<file path="src/rtl/pstream_pkg.sv">
package pstream_pkg;

    localparam int unsigned DEF_WORD_W = 32;
    localparam int unsigned DEF_SLICE_W = 8;
    localparam int unsigned DEF_PIN_W = 6;
    localparam int unsigned DEF_DEPTH = 8;
    localparam int unsigned DEF_TICKS = 4;

    typedef enum logic {
        ST_WAIT = 1'b0,
        ST_RUN  = 1'b1
    } strm_state_e;

    typedef struct packed {
        logic pend;
        strm_state_e state;
    } trig_ctl_t;

endpackage

</file>
<file path="src/rtl/pstream_fifo.sv">
module pstream_fifo #(
    parameter int unsigned WIDTH = 32,
    parameter int unsigned DEPTH = 8
) (
    input  logic             clk,
    input  logic             rst,
    input  logic             wr_valid_i,
    input  logic [WIDTH-1:0] wr_data_i,
    output logic             wr_ready_o,
    output logic             full_o,
    input  logic             pop_i,
    output logic             empty_o,
    output logic [WIDTH-1:0] rd_data_o
);
    localparam int unsigned PTR_W = (DEPTH > 1) ? $clog2(DEPTH) : 1;
    localparam int unsigned CNT_W = $clog2(DEPTH + 1);

    logic [WIDTH-1:0] mem [DEPTH];
    logic [PTR_W-1:0] wr_ptr, rd_ptr;
    logic [CNT_W-1:0] count;
    logic             push, pop;

    assign full_o     = (count == CNT_W'(DEPTH));
    assign empty_o    = (count == '0);
    assign wr_ready_o = !full_o;
    assign push       = wr_valid_i && !full_o;
    assign pop        = pop_i && !empty_o;
    assign rd_data_o  = mem[rd_ptr];

    function automatic logic [PTR_W-1:0] bump(input logic [PTR_W-1:0] p);
        return (p == PTR_W'(DEPTH - 1)) ? '0 : p + PTR_W'(1);
    endfunction

    always_ff @(posedge clk) begin
        if (push) mem[wr_ptr] <= wr_data_i;
    end

    always_ff @(posedge clk) begin
        if (rst) begin
            wr_ptr <= '0;
            rd_ptr <= '0;
            count  <= '0;
        end else begin
            if (push) wr_ptr <= bump(wr_ptr);
            if (pop)  rd_ptr <= bump(rd_ptr);
            case ({push, pop})
                2'b10:   count <= count + CNT_W'(1);
                2'b01:   count <= count - CNT_W'(1);
                default: count <= count;
            endcase
        end
    end

    assert_full_drop_R7: assert property (@(posedge clk) disable iff (rst)
        (full_o && wr_valid_i && !pop_i) |=> (count == $past(count)));
    assert_bound_R7: assert property (@(posedge clk) disable iff (rst)
        count <= CNT_W'(DEPTH));

endmodule

</file>
<file path="src/rtl/pstream_cadence.sv">
module pstream_cadence #(
    parameter int unsigned TICKS = 4
) (
    input  logic clk,
    input  logic rst,
    input  logic run_i,
    input  logic tick_i,
    input  logic stall_i,
    output logic slot_o
);
    localparam int unsigned PH_W = (TICKS > 1) ? $clog2(TICKS) : 1;

    logic [PH_W-1:0] phase;
    logic            at_start;

    assign at_start = (phase == '0);
    assign slot_o   = run_i && tick_i && at_start;

    always_ff @(posedge clk) begin
        if (rst || !run_i) begin
            phase <= '0;
        end else if (tick_i && !(at_start && stall_i)) begin
            phase <= (phase == PH_W'(TICKS - 1)) ? '0 : phase + PH_W'(1);
        end
    end

    assert_phase_on_tick_R5: assert property (@(posedge clk) disable iff (rst)
        (phase != $past(phase)) |-> ($past(tick_i) || !$past(run_i)));

endmodule

</file>
<file path="src/rtl/pstream_unpacker.sv">
module pstream_unpacker #(
    parameter int unsigned WORD_W  = 32,
    parameter int unsigned SLICE_W = 8,
    parameter int unsigned PIN_W   = 6
) (
    input  logic              clk,
    input  logic              rst,
    input  logic              flush_i,
    input  logic              slot_i,
    input  logic              empty_i,
    input  logic [WORD_W-1:0] data_i,
    output logic              pop_o,
    output logic              stall_o,
    output logic [PIN_W-1:0]  pins_o,
    output logic              underflow_o
);
    localparam int unsigned SLICES = WORD_W / SLICE_W;
    localparam int unsigned SL_W   = $clog2(SLICES + 1);

    logic [WORD_W-1:0] shreg;
    logic [SL_W-1:0]   left;
    logic              need_fetch;

    assign need_fetch = (left == '0);
    assign stall_o    = need_fetch && empty_i;
    assign pop_o      = slot_i && need_fetch && !empty_i && !flush_i;

    always_ff @(posedge clk) begin
        if (rst || flush_i) begin
            shreg       <= '0;
            left        <= '0;
            pins_o      <= '0;
            underflow_o <= 1'b0;
        end else if (slot_i) begin
            if (need_fetch) begin
                if (empty_i) begin
                    underflow_o <= 1'b1;
                end else begin
                    pins_o <= data_i[PIN_W-1:0];
                    shreg  <= data_i >> SLICE_W;
                    left   <= SL_W'(SLICES - 1);
                end
            end else begin
                pins_o <= shreg[PIN_W-1:0];
                shreg  <= shreg >> SLICE_W;
                left   <= left - SL_W'(1);
            end
        end
    end

    assert_sticky_R8: assert property (@(posedge clk) disable iff (rst)
        (underflow_o && !flush_i) |=> underflow_o);
    assert_flush_R9: assert property (@(posedge clk) disable iff (rst)
        flush_i |=> (pins_o == '0 && !underflow_o));
    assert_hold_on_stall_R8: assert property (@(posedge clk) disable iff (rst)
        (slot_i && stall_o && !flush_i) |=> $stable(pins_o));

endmodule

</file>
<file path="src/rtl/pattern_streamer.sv">
module pattern_streamer
    import pstream_pkg::*;
#(
    parameter int unsigned WORD_W  = DEF_WORD_W,
    parameter int unsigned SLICE_W = DEF_SLICE_W,
    parameter int unsigned PIN_W   = DEF_PIN_W,
    parameter int unsigned DEPTH   = DEF_DEPTH,
    parameter int unsigned TICKS   = DEF_TICKS
) (
    input  logic              clk,
    input  logic              rst,
    input  logic              enable_i,
    input  logic              tick_i,
    input  logic              trigger_i,
    input  logic              wr_valid_i,
    input  logic [WORD_W-1:0] wr_data_i,
    output logic              wr_ready_o,
    output logic              full_o,
    output logic [PIN_W-1:0]  pins_o,
    output logic              underflow_o
);
    trig_ctl_t         ctl;
    logic              run, slot, stall, pop, empty;
    logic [WORD_W-1:0] rd_data;

    assign run = (ctl.state == ST_RUN) && enable_i;

    always_ff @(posedge clk) begin
        if (rst || !enable_i) begin
            ctl.state <= ST_WAIT;
            ctl.pend  <= 1'b0;
        end else if (ctl.state == ST_WAIT) begin
            if (tick_i && (trigger_i || ctl.pend)) begin
                ctl.state <= ST_RUN;
                ctl.pend  <= 1'b0;
            end else if (trigger_i) begin
                ctl.pend <= 1'b1;
            end
        end
    end

    pstream_fifo #(.WIDTH(WORD_W), .DEPTH(DEPTH)) u_fifo (
        .clk        (clk),
        .rst        (rst),
        .wr_valid_i (wr_valid_i),
        .wr_data_i  (wr_data_i),
        .wr_ready_o (wr_ready_o),
        .full_o     (full_o),
        .pop_i      (pop),
        .empty_o    (empty),
        .rd_data_o  (rd_data)
    );

    pstream_cadence #(.TICKS(TICKS)) u_cadence (
        .clk     (clk),
        .rst     (rst),
        .run_i   (run),
        .tick_i  (tick_i),
        .stall_i (stall),
        .slot_o  (slot)
    );

    pstream_unpacker #(.WORD_W(WORD_W), .SLICE_W(SLICE_W), .PIN_W(PIN_W)) u_unpack (
        .clk         (clk),
        .rst         (rst),
        .flush_i     (!enable_i),
        .slot_i      (slot),
        .empty_i     (empty),
        .data_i      (rd_data),
        .pop_o       (pop),
        .stall_o     (stall),
        .pins_o      (pins_o),
        .underflow_o (underflow_o)
    );

    assert_wait_zero_R1: assert property (@(posedge clk) disable iff (rst)
        (ctl.state == ST_WAIT) |-> (pins_o == '0));
    assert_stay_running_R3: assert property (@(posedge clk) disable iff (rst)
        (ctl.state == ST_RUN && enable_i) |=> (ctl.state == ST_RUN));
    assert_pins_on_tick_R5: assert property (@(posedge clk) disable iff (rst)
        (pins_o != $past(pins_o)) |-> ($past(tick_i) || !$past(enable_i)));

endmodule

</file>
<file path="config.mk">
export PLATFORM = sky130hd
export DESIGN_NAME = pattern_streamer
export DESIGN_NICKNAME = d
export VERILOG_FILES = /design/src/rtl/pstream_pkg.sv /design/src/rtl/pstream_fifo.sv /design/src/rtl/pstream_cadence.sv /design/src/rtl/pstream_unpacker.sv /design/src/rtl/pattern_streamer.sv
export SDC_FILE = /design/constraint.sdc
export NUM_CORES = 1
export LEC_CHECK = 0
export ABC_AREA = 1
export BUFFER_PORTS_ARGS = -buffer_cell sky130_fd_sc_hd__buf_4
export CORE_MARGIN = 2
export CORE_UTILIZATION = 50
export CTS_CLUSTER_SIZE = 20
export DETAILED_ROUTE_END_ITERATION = 16
export PLACE_DENSITY = 0.74
export SYNTH_ARGS = -nofsm -noshare
export SYNTH_HDL_FRONTEND = slang
export SYNTH_HIERARCHICAL = 1
export SYNTH_SLANG_ARGS = --single-unit
</file>
<file path="constraint.sdc">
create_clock -name clk -period 5 [get_ports clk]
set_clock_uncertainty 0.05 [all_clocks]
set_input_delay 0.25 -clock clk [delete_from_list [all_inputs] [get_ports clk]]
set_output_delay 0.25 -clock clk [all_outputs]
set_load 0.05 [all_outputs]
</file>
; ---- Word level (Yosys, flattened, before mapping)
; Memory sizes are Yosys's and may differ from the RTL's. A register that Yosys moved wholly into a read port is not among the register bits.
; Cells that the tools add are included.
[word_totals]
regBits = 56
latch_bits = 0
mem_bits_rw = 256
rom_bits = 0
in_bits = 38
output_inout_bits = 9
word_cells = 71
memories = 1
[mem_list]
columns = memory, depth, word_bits, rd, rd_clocked_by_memory_dff, wr, line_no
row1 = u_fifo.mem, 8, 32, 1, 1, 1, pstream_fifo.sv:18  ; logic [WIDTH-1:0] mem [DEPTH];
[op_classes]
add_sub_neg = 6
n_mul = 0
div_mod_pow = 0
magnitude_cmp = 0
n_eq_ne = 7
shifts = 0
mux = 18
bitwise_logic = 1
reduce_logical = 28
[ops]
columns = operator, count
row1 = $mux 32, 2
row2 = $mux 3, 6
row3 = $logic_and 1x1->1, 12
row4 = $mux 6, 2
row5 = $pmux 4 s2, 1
row6 = $add 3x1->3 const B, 2
row7 = $eq 3x3->1 const B, 2
row8 = $mux 1, 6
row9 = $logic_not 1->1, 5
row10 = $add 4x1->4 const B, 1
row11 = $eq 2x2->1 const B, 2
row12 = $eq 4x4->1 const B, 1
row13 = $logic_not 4->1, 1
row14 = $reduce_and 2->1, 2
row15 = $reduce_bool 2->1, 2
row16 = $sub 4x1->4 const B, 1
row17 = $logic_not 3->1, 1
row18 = $logic_or 1x1->1, 3
row19 = $reduce_and 3->1, 1
row20 = $sub 3x1->3 const B, 1
row21 = $add 2x1->2 const B, 1
row22 = $eq 2x1->1 const B, 1
row23 = $logic_not 2->1, 1
row24 = $mux 2, 1
row25 = 2 further kinds, 2

; ---- Depth between registers and ports, before layout
; Gate-level depths: netlist (run 1).
[logic_depth]
depth_word = 9
ltp_mapped = 19
depth_no_buf = 18

; ---- Hierarchy
; The synthesis (run 1) kept the hierarchy.
[modules_own_cells]
columns = mod, instances, cells_per_inst, area_each_um2, seq_area_each_um2
row1 = pstream_fifo, 1, 815, 10654.0, 7947.6
row2 = pstream_unpacker, 1, 233, 1460.2, 560.5
row3 = pstream_cadence, 1, 20, 151.4, 40.0
row4 = pattern_streamer, 1, 14, 100.1, 40.0

; ---- Least setup slack after synthesis (run 1)
; Ideal clock, no wire load.
[synth_timing]
path_kind = register to register
start = reg u_fifo.count[1]
end = mem u_fifo.mem[1][0], enable pin
setup_time_ps = 421
t_arrival_ps = 2491
t_required_ps = 4529
setup_slack_ps = 2038
path_stages_with_launch = 7
n_path_buf = 0
synth_period_minus_slack_ps = 2962
cell_sequence = dfxtp_1 -> nor2_1 -> nand3_2 -> nand2_1 -> nor2_1 -> inv_1 -> nor2_1
[synth_via]
elab_chain_len = 5
[synth_rtl]
columns = element, line_no
row1 = from (decl), pstream_fifo.sv:20  ; logic [CNT_W-1:0] count;
row2 = from (signal assigned), pstream_fifo.sv:47  ; 2'b10: count <= count + CNT_W'(1);
row3 = from (signal assigned), pstream_fifo.sv:48  ; 2'b01: count <= count - CNT_W'(1);
row4 = from (signal assigned), pstream_fifo.sv:49  ; default: count <= count;
row5 = $eq 4x4->1, pstream_fifo.sv:23  ; assign full_o = (count == CNT_W'(DEPTH));
row6 = $logic_not 1->1, --
row7 = via wr_ready_o, pattern_streamer.sv:17  ; output logic wr_ready_o,
row8 = $logic_and 1x1->1, pstream_fifo.sv:26  ; assign push = wr_valid_i && !full_o;
row9 = $mux 1, pstream_fifo.sv:35  ; if (push) mem[wr_ptr] <= wr_data_i;
row10 = $mux 1 (not written as such), pstream_fifo.sv:35
row11 = to (decl), pstream_fifo.sv:18
; The timed path passes the listed nets, and every way through them passes these cells.

; ---- Final worst setup path (run 1)
[layout_timing]
start = reg u_unpack.left[0]
end = reg u_fifo.count[2]
[layout_via]
elab_chain_len = 7
word_cells_on_any_way = 9
cone_classes = eq/ne: 2 / mux: 1 / reduce/logical: 6
[layout_rtl]
columns = element, line_no
row1 = from (decl), pstream_unpacker.sv:21  ; logic [SL_W-1:0] left;
row2 = from (signal assigned), pstream_unpacker.sv:41  ; left <= SL_W'(SLICES - 1);
row3 = from (signal assigned), pstream_unpacker.sv:46  ; left <= left - SL_W'(1);
row4 = $logic_not 3->1 *, pstream_unpacker.sv:24  ; assign need_fetch = (left == '0);
row5 = $logic_and 1x1->1 * (3 in a row), pstream_unpacker.sv:26  ; assign pop_o = slot_i && need_fetch && !empty_i && !flush_i;
row6 = via pop, pattern_streamer.sv:23  ; logic run, slot, stall, pop, empty;
row7 = $logic_and 1x1->1 *, pstream_fifo.sv:27  ; assign pop = pop_i && !empty_o;
row8 = $eq 2x1->1 / $eq 2x2->1 (equally long branches), pstream_fifo.sv:46  ; case ({push, pop})
row9 = $pmux 4 s2 / $reduce_bool 2->1 (equally long branches), --
; The timed path passes the listed nets; every way through them passes the cells marked *.
; A chain may end at the register's enable or synchronous reset.

==> impl_metrics.tcl, run 1 <==
set metrics [dict create \
    combPwrFrac 0.056 \
    cp_slowest_cell "nor2_4" \
    max_slew_margin 0.3575 \
    layout_setup_ws_ns 2.034 \
    finalHoldViolCount 0 \
    p_sw_mw 0.8737 \
    antenna_found_initial 0 \
    cp_data_arrival_time_ns 3.32 \
    grt_pass1_wl_um 31220 \
    synth_cells 914 \
    rsz0062_at_grt "false" \
    cpPeakStageDelay_ns 0.47 \
    dieArea_mm2 0.02103 \
    power.total_mw 4.265 \
    cts_tree "yes" \
    first_pass_iters 5 \
    syn_nets 963 \
    min_period_ns 2.966 \
    io_pins 47 \
    dpl_cell_area_mm2 0.01031 \
    maxCapViolations 0 \
    route.vias.total 6500 \
    path_buf_inv 5 \
    start_util 0.5109 \
    r2r_start "u_unpack/left[0]" \
    wl_um 19180 \
    finalSetupViolations 0 \
    die_height_um 145.0 \
    drt_first_iter_violations 525 \
    drive_gt1_frac 0.1143 \
    critical_path_class "register to register" \
    fin_cells 1245 \
    ant_nets 0 \
    design_area_mm2 0.01139 \
    worstMarginPinSlew_ns 0.9626 \
    hold_ws_ns 0.03863 \
    gr-total-overflow 0 \
    syn-cell-area_mm2 0.009943 \
    seqPwrFrac 0.518 \
    grt_pass1_vias 6296 \
    fp-row-count 51 \
    min-delay-start "tick_i" \
    clk_latency_ns 0.51 \
    grt_start_max_net_pins 97 \
    multi_input_area_mm2 0.002735 \
    critPathLaunchType "register" \
    ir_drop_mv 0.3594 \
    die_w_um 145.0 \
    swShare 0.2049 \
    post_drt_via_cell_ratio 5.221 \
    drc 0 \
    max_freq_mhz 337.2 \
    p_per_area_mw_per_mm2 374.3 \
    fillers 1525 \
    crit_chain "inv_1 > ha_1 > inv_2 > nor2_4 > nand3_1 > nor2_1 > nand2_1 > inv_1 > ha_1 > nand2_1 > inv_1 > nor2_1 > ha_1 > a21oi_1 > xnor2_1 > o21ai_0 > inv_1" \
    cts_inserted_buffers 25 \
    timing.critical_path.mode_cell "inv_1" \
    pre_cts_ws_ns 2.085 \
    syn_to_final_growth_pct 14.60 \
    fin_util 0.5855 \
    p_leak_nw 4.311 \
    status "finished, final reports clean" \
    root_buffer "clkbuf_16" \
    dpl.hpwl_um 10580 \
    critical_path.max_fanout 26 \
    cts.htree.levels 1 \
    holdCritPathClass "primary input to register" \
    path_clk_slew_ns 0.06 \
    clock-sinks 237 \
    final.period_utilization 0.5931 \
    grt.total_usage 0.1845 \
    critPathLaunch "u_unpack/left[0]" \
    cp-end-kind "register" \
    place_inst 1173 \
    gp_congestion 0.8137 \
    antenna_cells 0 \
    timing.setup.tns_ns 0 \
    core_mm2 0.01946 \
    routedWlPerCell_um 15.41 \
    pwr-share-clk 0.426 \
    cpLargestDelayFamily "simple AND/OR/NAND/NOR gates" \
    p_int_mw 3.391 \
    portBuffers 38 \
    slew_viol_final 0 \
    avgSynthCellArea_um2 10.88 \
    clk_path_buf_depth 3 \
    num-nets-final 1011 \
    ys.warnings.count 6 \
    crit_required_ns 5.35 \
    register_area_mm2 0.006671 \
]
==> power groups by stage <==
stage / combinational, mW / sequential [mW] / clock, mW
after floorplan: 0.132 / 2.25 / 0
after global placement: 0.220 / 2.25 / 0
after detailed placement: 0.224 / 2.25 / 0
after CTS: 0.241 / 2.21 / 1.84
after global routing: 0.270 / 2.21 / 1.93
final: 0.240 / 2.21 / 1.82
==> tightest hold or removal path, stage by stage <==
cell     delay (ns)
buf_4          0.11
o21ai_1        0.08
a21oi_2        0.12
==> repair_timing <==
| action | in CTS | in global routing |
|---|---|---|
| endpoints found under the hold margin | 195 | 0 |
| hold buffers | 27 | 0 |
| gates resized for setup | 0 | 0 |
| setup buffers | 0 | 0 |
| endpoints found under the setup margin | 0 | 0 |
==> sequential cells by signal, indices dropped and copies added (netlist names), named ones only <==
| register | flops |
|---|---|
| u_fifo/rd_ptr | 3 |
| ctl | 2 |
| u_unpack/left | 3 |
| u_unpack/shreg | 18 |
| u_unpack/pins_o | 6 |
| u_fifo/wr_ptr | 3 |
| u_fifo/mem | 192 |
| u_fifo/count | 4 |
| u_cadence/phase | 2 |
| u_unpack/underflow_o | 1 |
==> final cells by class <==
cell class | instances | share of cell area
clock buffer | 29 | 0.05622
multi-input combinational | 569 | 0.2400
clock inverter | 16 | 0.01504
sequential | 237 | 0.5855
tap | 265 | 0.02910
inverter | 51 | 0.01680
timing repair buffer | 78 | 0.05732
==> cell usage in the layout, fill, tap and decap left out, types with 2 or more instances in the layout <==
cell type      count
nand3_1           11
nand4_1            6
nand3_2            2
clkinv_1           7
clkinv_2           5
nand2_1          201
inv_2              7
dfxtp_1           43
nor2_1           149
o21ai_1           18
o21ai_0           82
buf_4             51
xnor2_1            2
clkbuf_16         25
edfxtp_1         192
inv_1             44
clkbuf_1           4
ha_1              11
nor2_4             2
nor2_2            10
dlygate4sd3_1     27
mux2i_1           24
bufinv_16          4
a21oi_1           16
o22ai_1           24
==> routing by layer <==
layer | GRT usage | part of all wire | vias up
met3 | 0.02484 | 0.052 | 43
met1 | 0.2385 | 0.42 | 3104
met5 | 0 | 0 | -
li1 | - | - | 3187
met4 | 0.07079 | 0.030 | 0
met2 | 0.3181 | 0.49 | 166
==> worst paths after layout <==
| kind | endpoint | slack, ns | depth (start not counted) |
|---|---|---|---|
| hold reg to reg | u_unpack/shreg[19] | 0.41 | 2 |
| setup / recovery | u_fifo/count[2] | 2.03 | 17 |
| setup reg to reg | u_fifo/count[2] | 2.03 | 17 |
| hold / removal | ctl[0] | 0.04 | 3 |
No activity file was read; power rests on OpenSTA's default activity.
==> inputs of run 2 (changes only) <==
--- a/config.mk
+++ b/config.mk
@@ -11,7 +11,7 @@
 export CORE_UTILIZATION = 50
 export CTS_CLUSTER_SIZE = 20
 export DETAILED_ROUTE_END_ITERATION = 16
-export PLACE_DENSITY = 0.74
+export PLACE_DENSITY = 0.76
 export SYNTH_ARGS = -nofsm -noshare
 export SYNTH_HDL_FRONTEND = slang
 export SYNTH_HIERARCHICAL = 1
==> constraint.sdc (replaced) <==
create_clock -name clk -period 2.6 [get_ports clk]
set_clock_uncertainty 0.05 [all_clocks]
set_input_delay 0.13 -clock clk [delete_from_list [all_inputs] [get_ports clk]]
set_output_delay 0.13 -clock clk [all_outputs]
set_load 0.05 [all_outputs]
==> run 2 against run 1 <==
Against the previous run:
- critical path depth did not move
- cell area rose by 1.2%
- combinational power rose by 100%
- die area did not move
- first-iteration DRC count fell by 7.0%
- non-clock buffer count rose by 8
- via count barely moved
- sequential share of layout area fell by 0.68 points
- cell count rose by 0.48%
- register-to-register slack got worse by 1.9 ns
- total power rose by 95%
==> impl_metrics.tcl, run 2 (synthesis gave the netlist of run 1 again) <==
set metrics [dict create \
    status "finished, final reports clean" \
    grtUsageMet1 0.2418 \
    die_height_um 145.0 \
    dieArea_mm2 0.02103 \
    rsz0062_at_grt "false" \
    fin_util 0.5924 \
    critical_path.max_fanout 5 \
    wl_um 19980 \
    clk_latency_ns 0.52 \
    num-nets-final 1018 \
    timing.setup.tns_ns 0 \
    routedWlPerCell_um 15.97 \
    pwr-share-clk 0.430 \
    final_cell_mix "nand2_1 (201), edfxtp_1 (192), nor2_1 (148), o21ai_0 (82), buf_4 (54)" \
    multi_input_area_mm2 0.002738 \
    clock-sinks 237 \
    power.total_mw 8.301 \
    path_buf_inv 6 \
    slew_viol_final 0 \
    grt_start_max_net_pins 97 \
    pre_cts_ws_ns 0.2010 \
    largestRegisters "u_fifo/mem x192, u_unpack/shreg x18, u_unpack/pins_o x6" \
    crit_required_ns 2.95 \
    ant_nets 0 \
    combPwrFrac 0.058 \
    layout_setup_ws_ns 0.1701 \
    antenna_cells 0 \
    syn_to_final_growth_pct 15.96 \
    core_mm2 0.01946 \
    grt_pass1_wl_um 31890 \
    p_sw_mw 1.739 \
    cts_inserted_buffers 24 \
    cpPeakStageDelay_ns 0.38 \
    seqPwrFrac 0.512 \
    fillers 1543 \
    path_clk_slew_ns 0.06 \
    critical_path_class "register to register" \
    use_met3 0.03145 \
    design_area_mm2 0.01153 \
    fin_cells 1251 \
    cp-end-kind "register" \
    drc 0 \
    cpLargestDelayFamily "simple AND/OR/NAND/NOR gates" \
    place_inst 1179 \
    timing.critical_path.mode_cell "inv_1" \
    clk_path_buf_depth 3 \
    grt_pass1_vias 6295 \
    swShare 0.2094 \
    cts_tree "yes" \
    met2_usage 0.3279 \
    gr-total-overflow 0 \
    p_leak_nw 4.368 \
    min_period_ns 2.430 \
    mostFrequentLayoutCell "nand2_1" \
    fp-row-count 51 \
    die_w_um 145.0 \
    worstMarginPinSlew_ns 0.7880 \
    finalHoldViolCount 0 \
    max_slew_margin 0.4734 \
    p_per_area_mw_per_mm2 720.0 \
    largest-register "u_fifo/mem" \
    p_int_mw 6.562 \
    root_buffer "clkbuf_16" \
    busiest_layer "met2" \
    first_pass_iters 4 \
    largest_register_ffs 192 \
    dpl_cell_area_mm2 0.01040 \
    crit_chain "inv_1 > nand3_1 > inv_1 > inv_1 > nand3_1 > nor2_1 > nand2_1 > inv_1 > ha_1 > nand2_1 > inv_1 > nor2_1 > ha_1 > a21oi_1 > xnor2_1 > o21ai_0 > inv_1" \
    portBuffers 38 \
    cts.htree.levels 1 \
    io_pins 47 \
    route.vias.total 6496 \
    holdCritPathClass "primary input to register" \
    post_drt_via_cell_ratio 5.193 \
    max_freq_mhz 411.5 \
    hold_ws_ns 0.04612 \
    ir_drop_mv 0.6402 \
    drt_first_iter_violations 488 \
    grt.total_usage 0.1888 \
    drive_gt1_frac 0.1268 \
    start_util 0.5109 \
    cp_data_arrival_time_ns 2.78 \
    finalSetupViolations 0 \
    antenna_found_initial 0 \
    dpl.hpwl_um 10850 \
    critPathLaunchType "register" \
    final.period_utilization 0.9346 \
    gp_congestion 0.7698 \
    register_area_mm2 0.006673 \
    cp_slowest_cell "dfxtp_1" \
    maxCapViolations 0 \
]
[run 2: cell types whose count changed in the layout (fill, tap and decap cells not counted), moves of 2 or more]
cell / delta
dlygate4sd3_1: +2
buf_4: +3
buf_12: +3
clkinv_1: -4
clkbuf_8: +3
clkinv_4: +2
clkinvlp_4: +2
clkbuf_1: -3
clkinv_2: -2
[run 2: path summary, 6_finish.rpt]
path                      startpoint            endpoint  slack (ns)  cells past startpoint
setup / recovery     u_fifo/count[2]     u_fifo/count[2]        0.17                     17
hold reg to reg   u_unpack/shreg[21]  u_unpack/shreg[21]        0.42                      2
setup reg to reg     u_fifo/count[2]     u_fifo/count[2]        0.17                     17
hold / removal              enable_i  u_cadence/phase[1]        0.05                      7
[run 2: cell type report]
type	count	area share
multi-input cells	569	0.2374
repair buffers	86	0.06555
clock inverters	15	0.01693
inverters	51	0.01660
clock buffers	28	0.05600
well taps	265	0.02876
flip-flops and latches	237	0.5787
[run 2: routing by layer]
layer / routed length [um] / vias up / share of wire
met3: 1003 / 35 / 0.050
met4: 410 / 0 / 0.021
met1: 8476 / 3064 / 0.42
li1: - / 3203 / -
met2: 10090 / 194 / 0.50
met5: 0 / - / 0
[run 2: power groups by stage]
stage               clock network (mW)  logic, mW  registers, mW
floorplan                            0      0.254           4.33
global placement                     0      0.430           4.32
detailed placement                   0      0.443           4.33
CTS                               3.64      0.481           4.25
global route                      3.80      0.532           4.26
finish                            3.57      0.479           4.25
[run 2: worst min-delay path, cell delays in order]
cell and delay, ns:
buf_4 0.12, nand2_1 0.05, inv_1 0.05, inv_2 0.09, nor2_8 0.03, nand2_1 0.07
nor2_2 0.03
[run 2: repair_timing]
action,CTS,global route
setup endpoints to repair,0,1
setup buffers,0,0
resized for setup,0,2
endpoints found under the hold margin,208,0
hold buffers,29,0
==> inputs of run 3 (changes only) <==
--- a/config.mk
+++ b/config.mk
@@ -7,6 +7,7 @@
 export LEC_CHECK = 0
 export ABC_AREA = 1
 export BUFFER_PORTS_ARGS = -buffer_cell sky130_fd_sc_hd__buf_4
+export CORE_ASPECT_RATIO = 1.1
 export CORE_MARGIN = 2
 export CORE_UTILIZATION = 50
 export CTS_CLUSTER_SIZE = 20
==> run 3 against run 2 <==
Against the previous run:
- total power is 3.8% lower
- largest cell class unchanged
- setup slack better by 0.12 ns
- first-iteration DRC count is 6.4% lower
- critical path depth stayed put
- cell area is 0.79% lower
- highest routed layer unchanged
- combinational power hardly changed
==> impl_metrics.tcl, run 3 (synthesis gave the netlist of run 1 again) <==
set metrics [dict create \
    root_buffer "clkbuf_16" \
    start_util 0.5057 \
    holdCritPathClass "primary input to register" \
    final.period_utilization 0.8879 \
    slew_viol_final 0 \
    route.vias.total 6507 \
    place_inst 1168 \
    routedWlPerCell_um 16.15 \
    cts_tree "yes" \
    largest_register_ffs 192 \
    syn_to_final_growth_pct 15.04 \
    mostFrequentLayoutCell "nand2_1" \
    wl_um 20010 \
    pre_cts_ws_ns 0.2010 \
    core_mm2 0.01966 \
    largestRegisters "u_fifo/mem x192, u_unpack/shreg x18, u_unpack/pins_o x6" \
    maxCapViolations 0 \
    fp-row-count 54 \
    hold_ws_ns 0.03884 \
    first_pass_iters 5 \
    grt_start_max_net_pins 53 \
    cp-end-kind "register" \
    crit_required_ns 2.96 \
    fin_cells 1239 \
    grt_pass1_vias 6242 \
    die_height_um 151.9 \
    largest-register "u_fifo/mem" \
    rsz0062_at_grt "false" \
    gp_congestion 0.7589 \
    worstMarginPinSlew_ns 0.7282 \
    p_per_area_mw_per_mm2 697.9 \
    gr-total-overflow 0 \
    antenna_found_initial 0 \
    dieArea_mm2 0.02103 \
    cts.htree.levels 1 \
    design_area_mm2 0.01144 \
    max_slew_margin 0.5133 \
    finalSetupViolations 0 \
    max_freq_mhz 433.2 \
    ant_nets 0 \
    dpl.hpwl_um 11150 \
    io_pins 47 \
    cts_inserted_buffers 23 \
    dpl_cell_area_mm2 0.01039 \
    antenna_cells 0 \
    layout_setup_ws_ns 0.2915 \
    post-cts-setup-buffers 0 \
    drive_gt1_frac 0.1246 \
    p_leak_nw 4.328 \
    post_drt_via_cell_ratio 5.252 \
    status "finished, final reports clean" \
    path_clk_slew_ns 0.06 \
    num-nets-final 1020 \
    critical_path.max_fanout 5 \
    clock-sinks 237 \
    portBuffers 38 \
    clk_latency_ns 0.51 \
    finalHoldViolCount 0 \
    drt_first_iter_violations 457 \
    drc 0 \
    grt.total_usage 0.1898 \
    critical_path_class "register to register" \
    grt_pass1_wl_um 32090 \
    cp_data_arrival_time_ns 2.67 \
    die_w_um 138.5 \
    ir_drop_mv 0.5107 \
    clk_path_buf_depth 3 \
    fillers 1551 \
    critPathLaunchType "register" \
    min_period_ns 2.309 \
    final_cell_mix "nand2_1 (201), edfxtp_1 (192), nor2_1 (149), o21ai_0 (82), buf_4 (56)" \
]
==> run 3: changes by cell type in the layout (fill, tap and decap cells not counted), sizes merged <==
cell         delta
clkinv          -2
buf             +2
bufinv          -1
inv             +1
dlygate4sd3     +1
==> run 3: power breakdown <==
| part | switching, mW | internal [mW] |
|---|---|---|
| clock network | 1.33 | 1.92 |
| registers | 0.0331 | 4.22 |
| logic | 0.311 | 0.168 |
| total | 1.67 | 6.31 |
==> run 3: area by class of cell <==
type | count | area (um^2) | area share
clock buffer | 28 | 594.3 | 0.05196
clock inverter | 13 | 142.6 | 0.01247
inverter | 51 | 191.4 | 0.01674
multi-input combinational | 569 | 2741 | 0.2397
sequential | 237 | 6673 | 0.5834
tap | 252 | 315.3 | 0.02756
timing repair buffer | 89 | 780.7 | 0.06826
==> run 3: stage by stage <==
step	setup TNS (ns)	util	power, mW
6_report	0	0.5818	7.983
5_1_grt	0	0.5818	8.266
4_1_cts	0	0.5814	8.046
3_5_place_dp	0	0.5286	4.776
3_3_place_gp	0	0.5286	4.759
2_1_floorplan	-1.477	-	4.582
==> run 3: repair_timing <==
action / CTS / global route
hold buffers: 30 / 0
hold endpoints to repair: 209 / 0
endpoints found under the setup margin: 0 / 1
resized for setup: 0 / 4
==> run 3: worst paths after layout <==
check | from | to | slack [ns] | cells after the start
worst max-delay path | u_fifo/count[1] | u_fifo/count[2] | 0.29 | 17
worst min-delay path | enable_i | u_cadence/phase[0] | 0.04 | 7
worst max register to register | u_fifo/count[1] | u_fifo/count[2] | 0.29 | 17
worst min register to register | u_unpack/shreg[19] | u_unpack/shreg[19] | 0.42 | 2
==> run 3: worst max-delay path, cell delays in order (launching register included) <==
cell and delay, ns:
dfxtp_2 0.34, nor2_1 0.18, nand3_1 0.13, inv_1 0.12, inv_1 0.07, nand3_1 0.09, nor2_1 0.04, nand2_1 0.12
inv_2 0.08, ha_2 0.21, nand2_1 0.07, inv_1 0.05, nor2_1 0.12, ha_1 0.19, a21oi_2 0.04, xnor2_1 0.12
o21ai_0 0.13, inv_1 0.05
==> run 3: layer usage <==
metal / GRT usage / share of wire / vias to the layer above / routed length, um
met2: 0.3218 / 0.49 / 210 / 9893
li1: - / - / 3208 / -
met5: 0 / 0 / - / 0
met3: 0.02742 / 0.065 / 40 / 1296
met1: 0.2497 / 0.41 / 3049 / 8276
met4: 0.07240 / 0.027 / 0 / 539
